--- config.mk ---
export PLATFORM = sky130hd
export DESIGN_NAME = wrbuf_rdprio
export DESIGN_NICKNAME = d
export VERILOG_FILES = /design/src/rtl/wrbuf_pkg.sv /design/src/rtl/wrbuf_store.sv /design/src/rtl/wrbuf_port.sv /design/src/rtl/wrbuf_rdprio.sv
export SDC_FILE = /design/constraint.sdc
export NUM_CORES = 1
export LEC_CHECK = 0
export ABC_AREA = 1
export BUFFER_PORTS_ARGS = -buffer_cell sky130_fd_sc_hd__buf_2
export CORE_MARGIN = 2
export CORE_UTILIZATION = 50
export DETAILED_ROUTE_END_ITERATION = 8
export PLACE_DENSITY = 0.7
export SYNTH_ARGS = -nofsm -noshare
export SYNTH_HDL_FRONTEND = slang
export SYNTH_HIERARCHICAL = 1
export SYNTH_SLANG_ARGS = --single-unit
--- constraint.sdc ---
create_clock -name clk -period 7.9 [get_ports clk]
set_clock_uncertainty 0.05 [all_clocks]
set_input_delay 1.185 -clock clk [delete_from_list [all_inputs] [get_ports clk]]
set_output_delay 1.185 -clock clk [all_outputs]
set_load 0.01 [all_outputs]
--- src/rtl/wrbuf_pkg.sv ---
package wrbuf_pkg;

    localparam int unsigned WB_ADDR_W = 16;
    localparam int unsigned WB_DATA_W = 32;
    localparam int unsigned WB_DEPTH  = 4;

    typedef enum logic {
        RD_IDLE = 1'b0,
        RD_WAIT = 1'b1
    } rd_state_e;

endpackage

--- src/rtl/wrbuf_store.sv ---
module wrbuf_store #(
    parameter int unsigned ADDR_W = 16,
    parameter int unsigned DATA_W = 32,
    parameter int unsigned DEPTH  = 4
) (
    input  logic              clk,
    input  logic              rst,
    input  logic              push,
    input  logic [ADDR_W-1:0] push_addr,
    input  logic [DATA_W-1:0] push_data,
    input  logic              pop,
    output logic [ADDR_W-1:0] head_addr,
    output logic [DATA_W-1:0] head_data,
    output logic              empty,
    output logic              full,
    input  logic [ADDR_W-1:0] look_addr,
    output logic              look_hit,
    output logic [DATA_W-1:0] look_data
);

    localparam int unsigned PTR_W = (DEPTH > 1) ? $clog2(DEPTH) : 1;
    localparam int unsigned CNT_W = $clog2(DEPTH + 1);

    typedef struct packed {
        logic [ADDR_W-1:0] addr;
        logic [DATA_W-1:0] data;
    } entry_t;

    entry_t            slot_q [DEPTH];
    logic [PTR_W-1:0]  wptr_q, rptr_q;
    logic [CNT_W-1:0]  cnt_q;

    function automatic logic [PTR_W-1:0] bump(input logic [PTR_W-1:0] p);
        return (p == PTR_W'(DEPTH - 1)) ? '0 : p + 1'b1;
    endfunction

    assign empty     = (cnt_q == '0);
    assign full      = (cnt_q == CNT_W'(DEPTH));
    assign head_addr = slot_q[rptr_q].addr;
    assign head_data = slot_q[rptr_q].data;

    always_ff @(posedge clk) begin
        if (push) begin
            slot_q[wptr_q] <= '{addr: push_addr, data: push_data};
        end
    end

    always_ff @(posedge clk) begin
        if (rst) begin
            wptr_q <= '0;
            rptr_q <= '0;
            cnt_q  <= '0;
        end else begin
            if (push) wptr_q <= bump(wptr_q);
            if (pop)  rptr_q <= bump(rptr_q);
            case ({push, pop})
                2'b10:   cnt_q <= cnt_q + 1'b1;
                2'b01:   cnt_q <= cnt_q - 1'b1;
                default: cnt_q <= cnt_q;
            endcase
        end
    end

    // Walk entries from oldest to youngest; a later match overrides an earlier one.
    always_comb begin
        logic [PTR_W-1:0] idx;
        look_hit  = 1'b0;
        look_data = '0;
        idx       = rptr_q;
        for (int k = 0; k < DEPTH; k++) begin
            if ((CNT_W'(k) < cnt_q) && (slot_q[idx].addr == look_addr)) begin
                look_hit  = 1'b1;
                look_data = slot_q[idx].data;
            end
            idx = bump(idx);
        end
    end

    // occupancy never exceeds the depth
    p_no_overflow_r2: assert property (@(posedge clk) disable iff (rst)
        cnt_q <= CNT_W'(DEPTH));

    // an accepted store grows the queue by one
    p_push_grow_r2: assert property (@(posedge clk) disable iff (rst)
        push && !pop |=> cnt_q == $past(cnt_q) + 1'b1);

    // a drain only removes an existing entry
    p_pop_nonempty_r5: assert property (@(posedge clk) disable iff (rst)
        pop |-> cnt_q != '0);

endmodule

--- src/rtl/wrbuf_port.sv ---
module wrbuf_port
    import wrbuf_pkg::*;
#(
    parameter int unsigned ADDR_W = 16,
    parameter int unsigned DATA_W = 32
) (
    input  logic              clk,
    input  logic              rst,
    input  logic              rd_valid,
    output logic              rd_ready,
    input  logic [ADDR_W-1:0] rd_addr,
    output logic              rd_rsp_valid,
    output logic [DATA_W-1:0] rd_rsp_data,
    input  logic              look_hit,
    input  logic [DATA_W-1:0] look_data,
    input  logic              empty,
    input  logic [ADDR_W-1:0] head_addr,
    input  logic [DATA_W-1:0] head_data,
    output logic              pop,
    output logic              mem_req_valid,
    input  logic              mem_req_ready,
    output logic              mem_req_write,
    output logic [ADDR_W-1:0] mem_req_addr,
    output logic [DATA_W-1:0] mem_req_data,
    input  logic              mem_rsp_valid,
    input  logic [DATA_W-1:0] mem_rsp_data
);

    rd_state_e         state_q;
    logic              fwd_q;
    logic [DATA_W-1:0] fwd_data_q;

    always_comb begin
        mem_req_valid = 1'b0;
        mem_req_write = 1'b0;
        mem_req_addr  = rd_addr;
        mem_req_data  = '0;
        rd_ready      = 1'b0;
        pop           = 1'b0;
        if (state_q == RD_IDLE) begin
            if (rd_valid) begin
                if (look_hit) begin
                    rd_ready = 1'b1;
                end else begin
                    mem_req_valid = 1'b1;
                    rd_ready      = mem_req_ready;
                end
            end else if (!empty) begin
                mem_req_valid = 1'b1;
                mem_req_write = 1'b1;
                mem_req_addr  = head_addr;
                mem_req_data  = head_data;
                pop           = mem_req_ready;
            end
        end
    end

    always_ff @(posedge clk) begin
        if (rst) begin
            state_q    <= RD_IDLE;
            fwd_q      <= 1'b0;
            fwd_data_q <= '0;
        end else begin
            fwd_q <= (state_q == RD_IDLE) && rd_valid && look_hit;
            if ((state_q == RD_IDLE) && rd_valid && look_hit) begin
                fwd_data_q <= look_data;
            end
            case (state_q)
                RD_IDLE: if (rd_valid && !look_hit && mem_req_ready) state_q <= RD_WAIT;
                RD_WAIT: if (mem_rsp_valid) state_q <= RD_IDLE;
                default: state_q <= RD_IDLE;
            endcase
        end
    end

    assign rd_rsp_valid = fwd_q || ((state_q == RD_WAIT) && mem_rsp_valid);
    assign rd_rsp_data  = fwd_q ? fwd_data_q : mem_rsp_data;

    // a waiting read owns the memory port
    p_read_prio_r3: assert property (@(posedge clk) disable iff (rst)
        rd_valid && mem_req_valid |-> !mem_req_write);

    // drains only while no read is waiting or in flight
    p_drain_idle_r4: assert property (@(posedge clk) disable iff (rst)
        mem_req_valid && mem_req_write |-> !rd_valid && state_q == RD_IDLE);

    // a hit never reaches memory
    p_hit_no_mem_r6: assert property (@(posedge clk) disable iff (rst)
        state_q == RD_IDLE && rd_valid && look_hit |-> !mem_req_valid);

    // forwarded data appears one cycle after the hit
    p_fwd_rsp_r6: assert property (@(posedge clk) disable iff (rst)
        state_q == RD_IDLE && rd_valid && look_hit |=> rd_rsp_valid && rd_rsp_data == $past(look_data));

    // no new read accepted while a memory reply is awaited
    p_wait_blocks_r7: assert property (@(posedge clk) disable iff (rst)
        state_q == RD_WAIT |-> !rd_ready);

endmodule

--- src/rtl/wrbuf_rdprio.sv ---
module wrbuf_rdprio
    import wrbuf_pkg::*;
#(
    parameter int unsigned ADDR_W = WB_ADDR_W,
    parameter int unsigned DATA_W = WB_DATA_W,
    parameter int unsigned DEPTH  = WB_DEPTH
) (
    input  logic              clk,
    input  logic              rst,
    input  logic              wr_valid,
    output logic              wr_ready,
    input  logic [ADDR_W-1:0] wr_addr,
    input  logic [DATA_W-1:0] wr_data,
    input  logic              rd_valid,
    output logic              rd_ready,
    input  logic [ADDR_W-1:0] rd_addr,
    output logic              rd_rsp_valid,
    output logic [DATA_W-1:0] rd_rsp_data,
    output logic              mem_req_valid,
    input  logic              mem_req_ready,
    output logic              mem_req_write,
    output logic [ADDR_W-1:0] mem_req_addr,
    output logic [DATA_W-1:0] mem_req_data,
    input  logic              mem_rsp_valid,
    input  logic [DATA_W-1:0] mem_rsp_data
);

    logic              full, empty, push, pop, look_hit;
    logic [ADDR_W-1:0] head_addr;
    logic [DATA_W-1:0] head_data, look_data;

    assign wr_ready = !full;
    assign push     = wr_valid && !full;

    wrbuf_store #(.ADDR_W(ADDR_W), .DATA_W(DATA_W), .DEPTH(DEPTH)) u_store (
        .clk       (clk),
        .rst       (rst),
        .push      (push),
        .push_addr (wr_addr),
        .push_data (wr_data),
        .pop       (pop),
        .head_addr (head_addr),
        .head_data (head_data),
        .empty     (empty),
        .full      (full),
        .look_addr (rd_addr),
        .look_hit  (look_hit),
        .look_data (look_data)
    );

    wrbuf_port #(.ADDR_W(ADDR_W), .DATA_W(DATA_W)) u_port (
        .clk           (clk),
        .rst           (rst),
        .rd_valid      (rd_valid),
        .rd_ready      (rd_ready),
        .rd_addr       (rd_addr),
        .rd_rsp_valid  (rd_rsp_valid),
        .rd_rsp_data   (rd_rsp_data),
        .look_hit      (look_hit),
        .look_data     (look_data),
        .empty         (empty),
        .head_addr     (head_addr),
        .head_data     (head_data),
        .pop           (pop),
        .mem_req_valid (mem_req_valid),
        .mem_req_ready (mem_req_ready),
        .mem_req_write (mem_req_write),
        .mem_req_addr  (mem_req_addr),
        .mem_req_data  (mem_req_data),
        .mem_rsp_valid (mem_rsp_valid),
        .mem_rsp_data  (mem_rsp_data)
    );

    // a full queue refuses stores
    p_full_refuse_r2: assert property (@(posedge clk) disable iff (rst)
        full |-> !push);

endmodule

# Yosys cells after proc, flatten, opt, wreduce, memory -nomap -nowiden
# Memory sizes are Yosys's and may differ from the RTL's. A register that Yosys moved wholly into a read port is not among the register bits.
# Index checks and enable logic that the tools add are counted.
[word_totals]
ff_bits = 41
latch_bits = 0
mem_bits_rw = 192
romBits = 0
output_inout_bits = 85
n_memories = 1
[classes]
n_addsub = 6
mul = 0
n_div = 0
order_cmp = 4
n_eq_ne = 11
n_shift = 0
muxes = 39
bitwise_logic = 1
n_reduce_logical = 15
[mem_list]
columns = ["name", "words", "width", "read_ports", "rd_clocked_by_memory_dff", "wr", "line", "source"]
rows = [
  ["u_store.slot_q", 4, 48, 4, 1, 1, "wrbuf_store.sv:29", "entry_t slot_q [DEPTH];"],
]
[ops]
columns = ["operator", "count"]
rows = [
  ["$mux 32", 8],
  ["$eq 16x16->1", 4],
  ["$mux 16", 3],
  ["$mux 1", 20],
  ["$mux 2", 6],
  ["$eq 2x2->1 const B", 5],
  ["$logic_and 1x1->1", 10],
  ["$add 2x1->2 const B", 4],
  ["$lt 1x3->1 const A", 2],
  ["$lt 2x3->1 const A", 2],
  ["$pmux 3 s2", 1],
  ["$add 3x1->3 const B", 1],
  ["$eq 3x3->1 const B", 1],
  ["$logic_not 3->1", 1],
  ["$sub 3x1->3 const B", 1],
  ["$eq 2x1->1 const B", 1],
  ["$logic_not 1->1", 2],
  ["$pmux 1 s2", 1],
  ["$reduce_bool 2->1", 1],
  ["$logic_or 1x1->1", 1],
  ["$not 1->1", 1],
]

# Longest topological paths before layout
# Gate-level depths: netlist of the first run.
# An unclocked memory read counts as a cell.
[logic_depth]
depth_word = 15
ltp_mapped = 23

# Hierarchy
# The synthesis of the first run kept the hierarchy.
[by_module_without_submodules]
columns = ["mod", "n_inst", "cells_per_inst", "area_per_inst_um2"]
rows = [
  ["wrbuf_store", 1, 1945, 13924.6],
  ["wrbuf_port", 1, 414, 2197.1],
  ["wrbuf_rdprio", 1, 3, 13.8],
]

# Least setup slack after synthesis of the first run
# No wires, ideal clock.
[synth_timing]
path_kind = "register to output"
startpoint = "reg u_store.rptr_q[0]"
endpoint = "out mem_req_valid"
arrival_time_ns = 2.581
t_required_ns = 6.665
setup_slack_ns = 4.084
stages_incl_launch_ff = 17
path_cell_list = "dfxtp_1 > ha_1 > clkbuf_2 > inv_2 > buf_2 > buf_2 > nand3_1 > o21ai_1 > nand2_1 > o21ai_0 > nor2_1 > nand3_1 > nor2_4 > inv_2 > clkbuf_1 > nand4_1 > o21ai_0"
[synth_between]
elab_chain_cells = 13
word_cells_on_any_way = 22
classes_between = "3 x add/sub; 6 x eq/ne; 9 x mux; 3 x reduce/logical; 1 x memory"
[synth_rtl]
columns = ["element", "line", "source"]
rows = [
  ["start, declared", "wrbuf_store.sv:30", "logic [PTR_W-1:0] wptr_q, rptr_q;"],
  ["start signal, assigned", "wrbuf_store.sv:55", "if (pop) rptr_q <= bump(rptr_q);"],
  ["$add 2x1->2 / $eq 2x2->1 (equally long branches)", "wrbuf_store.sv:34", "return (p == PTR_W'(DEPTH - 1)) ? '0 : p + 1'b1;"],
  ["$mux 2 (*)", "wrbuf_store.sv:34", ""],
  ["$add 2x1->2 / $eq 2x2->1 (equally long branches)", "wrbuf_store.sv:34", ""],
  ["$mux 2", "wrbuf_store.sv:34", ""],
  ["$add 2x1->2 / $eq 2x2->1 (equally long branches)", "wrbuf_store.sv:34", ""],
  ["$mux 2", "wrbuf_store.sv:34", ""],
  ["$mem_v2 4x48 (*)", "--", ""],
  ["$eq 16x16->1", "wrbuf_store.sv:71", "if ((CNT_W'(k) < cnt_q) && (slot_q[idx].addr == look_addr)) begin"],
  ["$logic_and 1x1->1", "wrbuf_store.sv:71", ""],
  ["$mux 1 (*)", "wrbuf_store.sv:71", ""],
  ["net look_hit", "wrbuf_rdprio.sv:28", "logic full, empty, push, pop, look_hit;"],
  ["$mux 1 (*)", "wrbuf_port.sv:42", "if (look_hit) begin"],
  ["$mux 1 (*)", "wrbuf_port.sv:41", "if (rd_valid) begin"],
  ["$mux 1 (*)", "wrbuf_port.sv:40", "if (state_q == RD_IDLE) begin"],
  ["end, declared", "wrbuf_rdprio.sv:19", "output logic mem_req_valid,"],
]
# The timed path passes the listed nets; every way through them passes the cells marked *.

# Final worst setup path of the first run
[layout_timing]
startpoint = "reg u_store.rptr_q[0]"
endpoint = "out rd_ready"
[layout_between]
elab_chain_cells = 13
word_cells_on_any_way = 22
classes_between = "3 x add/sub; 6 x eq/ne; 9 x mux; 3 x reduce/logical; 1 x memory"
[layout_rtl]
columns = ["element", "line", "source"]
rows = [
  ["$add 2x1->2 / $eq 2x2->1 (equally long branches)", "wrbuf_store.sv:34", ""],
  ["$mux 2 (*)", "wrbuf_store.sv:34", ""],
  ["$add 2x1->2 / $eq 2x2->1 (equally long branches)", "wrbuf_store.sv:34", ""],
  ["$mux 2", "wrbuf_store.sv:34", ""],
  ["$add 2x1->2 / $eq 2x2->1 (equally long branches)", "wrbuf_store.sv:34", ""],
  ["$mux 2", "wrbuf_store.sv:34", ""],
  ["$mem_v2 4x48 (*)", "--", ""],
  ["$eq 16x16->1", "wrbuf_store.sv:71", ""],
  ["$logic_and 1x1->1", "wrbuf_store.sv:71", ""],
  ["$mux 1 (*)", "wrbuf_store.sv:71", ""],
  ["net look_hit", "wrbuf_rdprio.sv:28", ""],
  ["$mux 1 (*)", "wrbuf_port.sv:42", ""],
  ["$mux 1 (*)", "wrbuf_port.sv:41", ""],
  ["$mux 1 (*)", "wrbuf_port.sv:40", ""],
  ["end, declared", "wrbuf_rdprio.sv:15", "output logic rd_ready,"],
]
# Marked as above.

==> results by group, run 1 <==
CTS
  – Clock buffer depth: 3
  – H-tree levels: 1
  – Num CTS Buffers: 28
  – Post-CTS Hold Buffers: 0
  – Root buffer cell: clkbuf_16
  – CTS sink cnt: 235
  – CTS tree: done
  – Worst-skew pair later-pin latency: 0.59 ns
  – Clk slew on worst S/H paths: 0.06 ns
  – Post-CTS Setup Inserts: 0
  – Post-CTS Resized: 0

Die
  – Row cnt: 65
  – Die area: 33700 µm²
  – Core Box Area: 31600 µm²
  – # IOs: 187
  – Die Width: 184 µm
  – Chip height: 184 µm
  – Initial Utilization: 51.0%

Placed design
  – GP Congestion: 0.980
  – IO buf count: 186
  – Post-Place Setup Slack: 2.50 ns
  – Placed cells: 2818
  – Hpwl dp: 31800 µm

Yosys
  – Number of library cell types mapped by synthesis: 34
  – Ys Warns: 6
  – Register area share after synthesis: 41.1%
  – Post-synth top area cell: edfxtp_1
  – Syn_area_per_cell: 6.83 µm²
  – Synth Net Count: 2474
  – Cell count after synthesis: 2362
  – Register bit count reported by yosys: 235
  – Top cell type's share of synthesized area: 35.7%
  – Area contributors post-synth: edfxtp_1 36%, nand2_1 18%, nor2_1 7.7%
  – Cell Area, Synth: 16100 µm²

STA
  – Final setup viols: 0
  – Unrepaired setup endpoints after global routing: no
  – Fmax: 165 MHz
  – Final WS setup: 1.84 ns
  – Min Tclk post-route: 6.06 ns
  – Fin Setup TNS: 0 ns
  – Least-Margin Pin Slew: 1.06 ns
  – Final period util: 76.7%
  – Hold Vio Cnt, Final: 0
  – Final Max Slew Viols: 0
  – Slew margin rel.: 29.4%

Drt
  – Wire per inst: 17.6 µm
  – First-pass iteration count of the detailed router: 6
  – Initial DRC count: 1563
  – # DRC: 0
  – Vias: 16275
  – WL final: 50600 µm
  – Antenna-violating nets left: 0
  – Via-to-Cell Ratio: 5.66

Critical path
  – Crit-path cells: buf_4 -> o21ai_0 -> o21ai_1 -> xor2_1 -> nand2_1 -> nor2_1 -> nand3_1 -> nor2_4 -> buf_4 -> inv_2 -> nand4_1 -> inv_1 -> a21oi_1 -> buf_2
  – R2R setup slack: 2.65 ns
  – Critical path's largest stage delay: 0.74 ns
  – CP max FO: 84
  – Crit path max-delay cell type: buf_4
  – Crit path from: u_store/rptr_q[0]$_SDFFE_PP0P_
  – Crit Path Category: register to output port
  – R2r endpoint: u_port/fwd_data_q[2]$_SDFFE_PP0P_
  – Worst r2r src: u_store/rptr_q[0]$_SDFFE_PP0P_
  – Critical path's top delay family: buffers and inverters
  – CP startpoint kind: register
  – Buffers & Inverters on Critical Path: 5
  – WP data arrival: 4.82 ns
  – Most used cell, CP: buf_4
  – Worst endpoint required time: 6.66 ns
  – Reg2Reg Depth: 15
  – Crit. End Element: output port

Min path
  – Hold Crit Depth: 2
  – Worst min-delay path class: register to register
  – Worst Hold Launch: u_store/rptr_q[1]$_SDFFE_PP0P_

Layout
  – Filler Cell Count: 2946
  – Nets: 2558
  – Fin cells: 2874
  – Layout area overhead: 11.7%
  – Commonest non-fill, non-tap cells in the layout: 768 x nand2_1, 332 x nor2_1, 223 x o21ai_0
  – Layout cells sized above 1: 11.5%
  – Final core utilization: 57.0%
  – Commonest non-fill, non-tap cell in the layout: nand2_1

Global route
  – Vias in the first global route: 14681
  – GR Layer Usage met1: 38.2%
  – GRT Util Overall: 29.3%
  – Global routing's busiest layer: met2
  – First-pass GRT wire length: 77800 µm
  – Initial antenna violation count: 4
  – Global Route met2 Usage: 48.9%
  – Global route overflow: 0
  – GRT met3 Usage: 4.28%
  – Largest net degree at the start of global routing: 107

Job
  – Max-cap violations: 0

Power
  – P_leak: 8.57 nW
  – Peak supply drop: 0.180 mV
  – PD cells: 206 nW/µm²

Status
  – Outcome: finished clean
==> worst register-to-register path: cells and delay by family, from the launching register on <==
family                    cells  cell delay [ns]
DFF                           1             0.61
buffers and inverters         4             2.20
and+or+nand+nor               8             1.50
AOI/OAI and AO/OA             2             0.55
xor gates and xnor gates      1             0.26
==> registers in the layout, indices dropped and copies added (netlist names), named ones only <==
register and count:
u_store/slot_q 192, u_port/fwd_data_q 32, u_store/cnt_q 3, u_store/rptr_q 2, u_store/wptr_q 2, u_port/fwd_q 1
u_port/state_q 1
==> per-stage QoR <==
| step | power [mW] | hold WS (ns) | cell area, µm² |
|---|---|---|---|
| after floorplan | 2.10 | 0.418 | 16100 |
| after global placement | 2.36 | 0.432 | 17000 |
| after detailed placement | 2.37 | 0.447 | 17000 |
| after CTS | 3.71 | 0.455 | 18000 |
| after global routing | 3.88 | 0.489 | 18000 |
| final | 3.71 | 0.457 | 18000 |
==> where the power goes <==
part | total (mW) | leakage, nW | internal (mW) | switching, mW
sequential | 1.44 | 2.11 | 1.40 | 0.0426
clock | 1.34 | 0.471 | 0.803 | 0.536
combinational | 0.922 | 5.98 | 0.276 | 0.646
total | 3.71 | 8.57 | 2.48 | 1.22
==> Yosys cell counts, drive strengths merged <==
| master | instances |
|---|---|
| clkbuf | 75 |
| buf | 83 |
| dfxtp | 43 |
| a211oi | 3 |
| ha | 10 |
| nand2 | 771 |
| or2 | 4 |
| nor2 | 338 |
| nand4 | 58 |
| a21oi | 30 |
| o31ai | 21 |
| inv | 205 |
| xor2 | 6 |
| nor3 | 2 |
| nand3 | 180 |
| o21a | 1 |
| o21ai | 234 |
| o22ai | 33 |
| o211ai | 48 |
| a21boi | 1 |
| mux2i | 23 |
| edfxtp | 192 |
| and2 | 1 |
==> final cells by class <==
cell class	count	area [µm²]	area share, %
multi-input combinational	1764	8010	44.4
sequential	235	6630	36.8
timing repair buffer	212	1130	6.25
clock buffer	37	787	4.37
inverter	205	772	4.28
tap	402	503	2.79
clock inverter	15	185	1.03
antenna	4	10.0	0.0555
==> routing by layer <==
layer / vias to the layer above / routed length (µm)
li1: 7943 / -
met1: 7441 / 21100
met2: 747 / 23600
met3: 142 / 4070
met4: 2 / 1920
met5: - / 13
==> kinds of logic (layout without fill, tap and decap cells) <==
family | Yosys count | in the layout | synth area share [%]
buffers and inverters | 363 | 469 | 9.41
XOR/XNOR | 6 | 6 | 0.326
multiplexers | 23 | 23 | 1.43
flip-flops | 235 | 235 | 41.1
AO/OA/AOI/OAI | 371 | 371 | 12.9
other | 0 | 4 | 0
adder cells (fa/ha/maj) | 10 | 10 | 0.775
AND/OR/NAND/NOR | 1354 | 1354 | 34.1
==> worst max path at each step <==
| stage | depth (start not counted) | endpoint | slack, ns |
|---|---|---|---|
| detailed placement | 15 | rd_ready | 2.50 |
| CTS | 15 | rd_ready | 1.89 |
| finish | 14 | rd_ready | 1.84 |
| global route | 15 | rd_ready | 1.50 |
| floorplan | 16 | mem_req_valid | 4.08 |
| global placement | 15 | rd_ready | 2.70 |
(Power assumes the default switching activity.)
==> inputs of run 2 (changes only) <==
==> constraint.sdc (replaced) <==
create_clock -name clk -period 6.08 [get_ports clk]
set_clock_uncertainty 0.05 [all_clocks]
set_input_delay 0.912 -clock clk [delete_from_list [all_inputs] [get_ports clk]]
set_output_delay 0.912 -clock clk [all_outputs]
set_load 0.01 [all_outputs]
==> run 2 against run 1 <==
  * Hold slack worse by 0.010 ns
  * Core utilization fell by 0.13 points
  * Global-route usage up 0.097 points
  * Design area shrank 0.23%
  * Total power rose by 27%
==> results by group, run 2 (same netlist as run 1, synthesis figures left out) <==
Status
  – Outcome: finished clean

Layout
  – Nets: 2563 (+0.20%)
  – Largest Register: u_store/slot_q
  – Number of flip-flops in the largest register: 192 (unchanged)
  – Multi-input logic area: 8010 µm² (unchanged)
  – Layout area overhead: 11.5%
  – Commonest non-fill, non-tap cells in the layout: 768 x nand2_1, 332 x nor2_1, 223 x o21ai_0
  – Area occupied by registers: 6630 µm² (unchanged)
  – Commonest non-fill, non-tap cell in the layout: nand2_1
  – Filler Cell Count: 3000 (+1.8%)
  – Fin cells: 2879 (+0.17%)
  – Top Registers: u_store/slot_q (192), u_port/fwd_data_q (32), u_store/cnt_q (3)
  – Layout cells sized above 1: 11.6% (+0.062 points)
  – Final core utilization: 56.8% (-0.13 points)

Global route
  – First-pass GRT wire length: 78100 µm (+0.41%)
  – Global route overflow: 0 (unchanged)
  – Initial antenna violation count: 5 (+1)
  – Vias in the first global route: 14742 (+0.42%)
  – GRT Util Overall: 29.4% (+0.097 points)
  – Largest net degree at the start of global routing: 195 (+82%)

CTS
  – Clock buffer depth: 3 (unchanged)
  – Clk slew on worst S/H paths: 0.06 ns (about the same)
  – Post-CTS Setup Inserts: 0 (unchanged)
  – Worst-skew pair later-pin latency: 0.57 ns (-0.02 ns)
  – Root buffer cell: clkbuf_16
  – Post-CTS Hold Buffers: 0 (unchanged)
  – CTS sink cnt: 235 (unchanged)
  – Num CTS Buffers: 27 (-3.6%)
  – CTS tree: done
  – H-tree levels: 1 (unchanged)
  – Post-CTS Resized: 0 (unchanged)

Power
  – Seq pwr share: 39.8% (+0.8 points)
  – PD cells: 261 nW/µm² (+27%)
  – P_sw: 1.57 mW (+28%)
  – Power Internal: 3.12 mW (+26%)
  – Final Power: 4.69 mW (+27%)
  – P_leak: 8.54 nW (-0.28%)
  – Clk pwr share: 34.2% (-1.9 points)
  – Sw frac: 33.5% (+0.49 points)
  – Logic pwr share: 26.0% (+1.1 points)
  – Peak supply drop: 0.223 mV (+24%)

Critical path
  – Crit-path cells: ha_2 -> inv_2 -> nand2_1 -> nand2_2 -> o21ai_0 -> o21ai_0 -> xor2_1 -> nor2_1 -> nand3_2 -> nand4_1 -> o21ai_0 -> buf_2
  – CP startpoint kind: register
  – Most used cell, CP: o21ai_0
  – WP data arrival: 4.24 ns (-0.58 ns)
  – Critical path's top delay family: simple AND/OR/NAND/NOR gates
  – R2r endpoint: u_port/fwd_data_q[31]$_SDFFE_PP0P_
  – Worst endpoint required time: 5.12 ns (-1.54 ns)
  – Reg2Reg Depth: 14 (-1)
  – Worst r2r src: u_store/rptr_q[0]$_SDFFE_PP0P_
  – CP max FO: 37 (-56%)
  – R2R setup slack: 1.57 ns (-1.08 ns)
  – Critical path's largest stage delay: 0.53 ns (-0.21 ns)
  – Crit Path Category: register to output port
  – Crit. End Element: output port
  – Crit path from: u_store/rptr_q[0]$_SDFFE_PP0P_
  – Crit path max-delay cell type: inv_2
  – Buffers & Inverters on Critical Path: 2 (-3)

Min path
  – Worst Hold Launch: u_store/rptr_q[1]$_SDFFE_PP0P_
  – Worst min-delay path class: register to register
  – Hold Crit Depth: 2 (unchanged)

Drt
  – Wire per inst: 17.7 µm (+0.28%)
  – Initial DRC count: 1517 (-2.9%)
  – Via-to-Cell Ratio: 5.64 (-0.43%)
  – WL final: 50800 µm (+0.45%)
  – # DRC: 0 (unchanged)
  – Antenna-violating nets left: 0 (unchanged)
  – Vias: 16234 (-0.25%)
  – First-pass iteration count of the detailed router: 6 (unchanged)

Die
  – Chip height: 184 µm (unchanged)
  – Core Box Area: 31600 µm² (unchanged)
  – Die Width: 184 µm (unchanged)
  – Die area: 33700 µm² (unchanged)
  – # IOs: 187 (unchanged)
  – Initial Utilization: 51.0% (unchanged)
  – Row cnt: 65 (unchanged)

STA
  – Final setup viols: 0 (unchanged)
  – Hold Vio Cnt, Final: 0 (unchanged)
  – Final Max Slew Viols: 0 (unchanged)
  – WHS: 0.447 ns (-0.0101 ns)
  – Min Tclk post-route: 5.21 ns
  – Least-Margin Pin Slew: 1.06 ns (+0.00349 ns)
  – Unrepaired setup endpoints after global routing: no
  – Slew margin rel.: 29.2% (-0.23 points)
  – Final period util: 85.6%
  – Fmax: 192 MHz
  – Fin Setup TNS: 0 ns (unchanged)

Placed design
  – Placed cells: 2824 (+0.21%)
  – GP Congestion: 0.974 (-0.61%)
  – Hpwl dp: 32500 µm (+2.0%)
  – IO buf count: 186 (unchanged)

Job
  – Max-cap violations: 0 (unchanged)
## run 2: cell types whose count changed in the layout (fill, tap and decap cells not counted), sizes merged
cell      previous run  this run
bufinv               3         2
inv                206       204
clkinv              10        11
buf                212       218
clkinvlp             1         2
diode                4         5
clkbuf              37        36
## run 2: metrics by stage
stage | cell area (µm²) | worst slack, ns
2_1_floorplan | 16100 | 2.54
3_3_place_gp | 17100 | 1.62
3_5_place_dp | 17100 | 1.57
4_1_cts | 18000 | 0.935
5_1_grt | 18000 | 0.513
6_report | 18000 | 0.874
## run 2: tightest hold or removal path: cells and delay by family, from the launching register on
kind | cells | cell delay [ns]
AO/OA/AOI/OAI | 1 | 0.06
flip-flops | 1 | 0.31
AND/OR/NAND/NOR | 1 | 0.08
## run 2: worst max path at each step
| stage | cells after the start | slack [ns] | end |
|---|---|---|---|
| finish | 12 | 0.87 | mem_req_valid |
| detailed placement | 15 | 1.57 | mem_req_valid |
| CTS | 15 | 0.93 | mem_req_valid |
| floorplan | 16 | 2.54 | mem_req_valid |
| global placement | 15 | 1.62 | mem_req_valid |
| global route | 15 | 0.51 | rd_ready |
## run 2: layout make-up
class,instances,area share [%]
repair buffers,218,6.58
clock buffers,36,4.06
multi-input cells,1764,44.5
diodes,5,0.0696
well taps,402,2.80
flip-flops and latches,235,36.9
inverters,205,4.31
clock inverters,14,0.772
## run 2: per-layer routing
metal / wire, µm / vias up / track usage (%)
met5: 0 / - / 0
met4: 1690 / 0 / 10.6
met3: 3830 / 123 / 3.66
met2: 24300 / 717 / 51.0
met1: 21100 / 7435 / 37.8
li1: - / 7959 / -
## run 2: power groups by stage
| stage | combinational (mW) | sequential (mW) | clock [mW] |
|---|---|---|---|
| after floorplan | 0.842 | 1.88 | 0 |
| after global placement | 1.19 | 1.90 | 0 |
| after detailed placement | 1.20 | 1.90 | 0 |
| after CTS | 1.21 | 1.87 | 1.62 |
| after global routing | 1.36 | 1.87 | 1.69 |
| final | 1.22 | 1.87 | 1.60 |
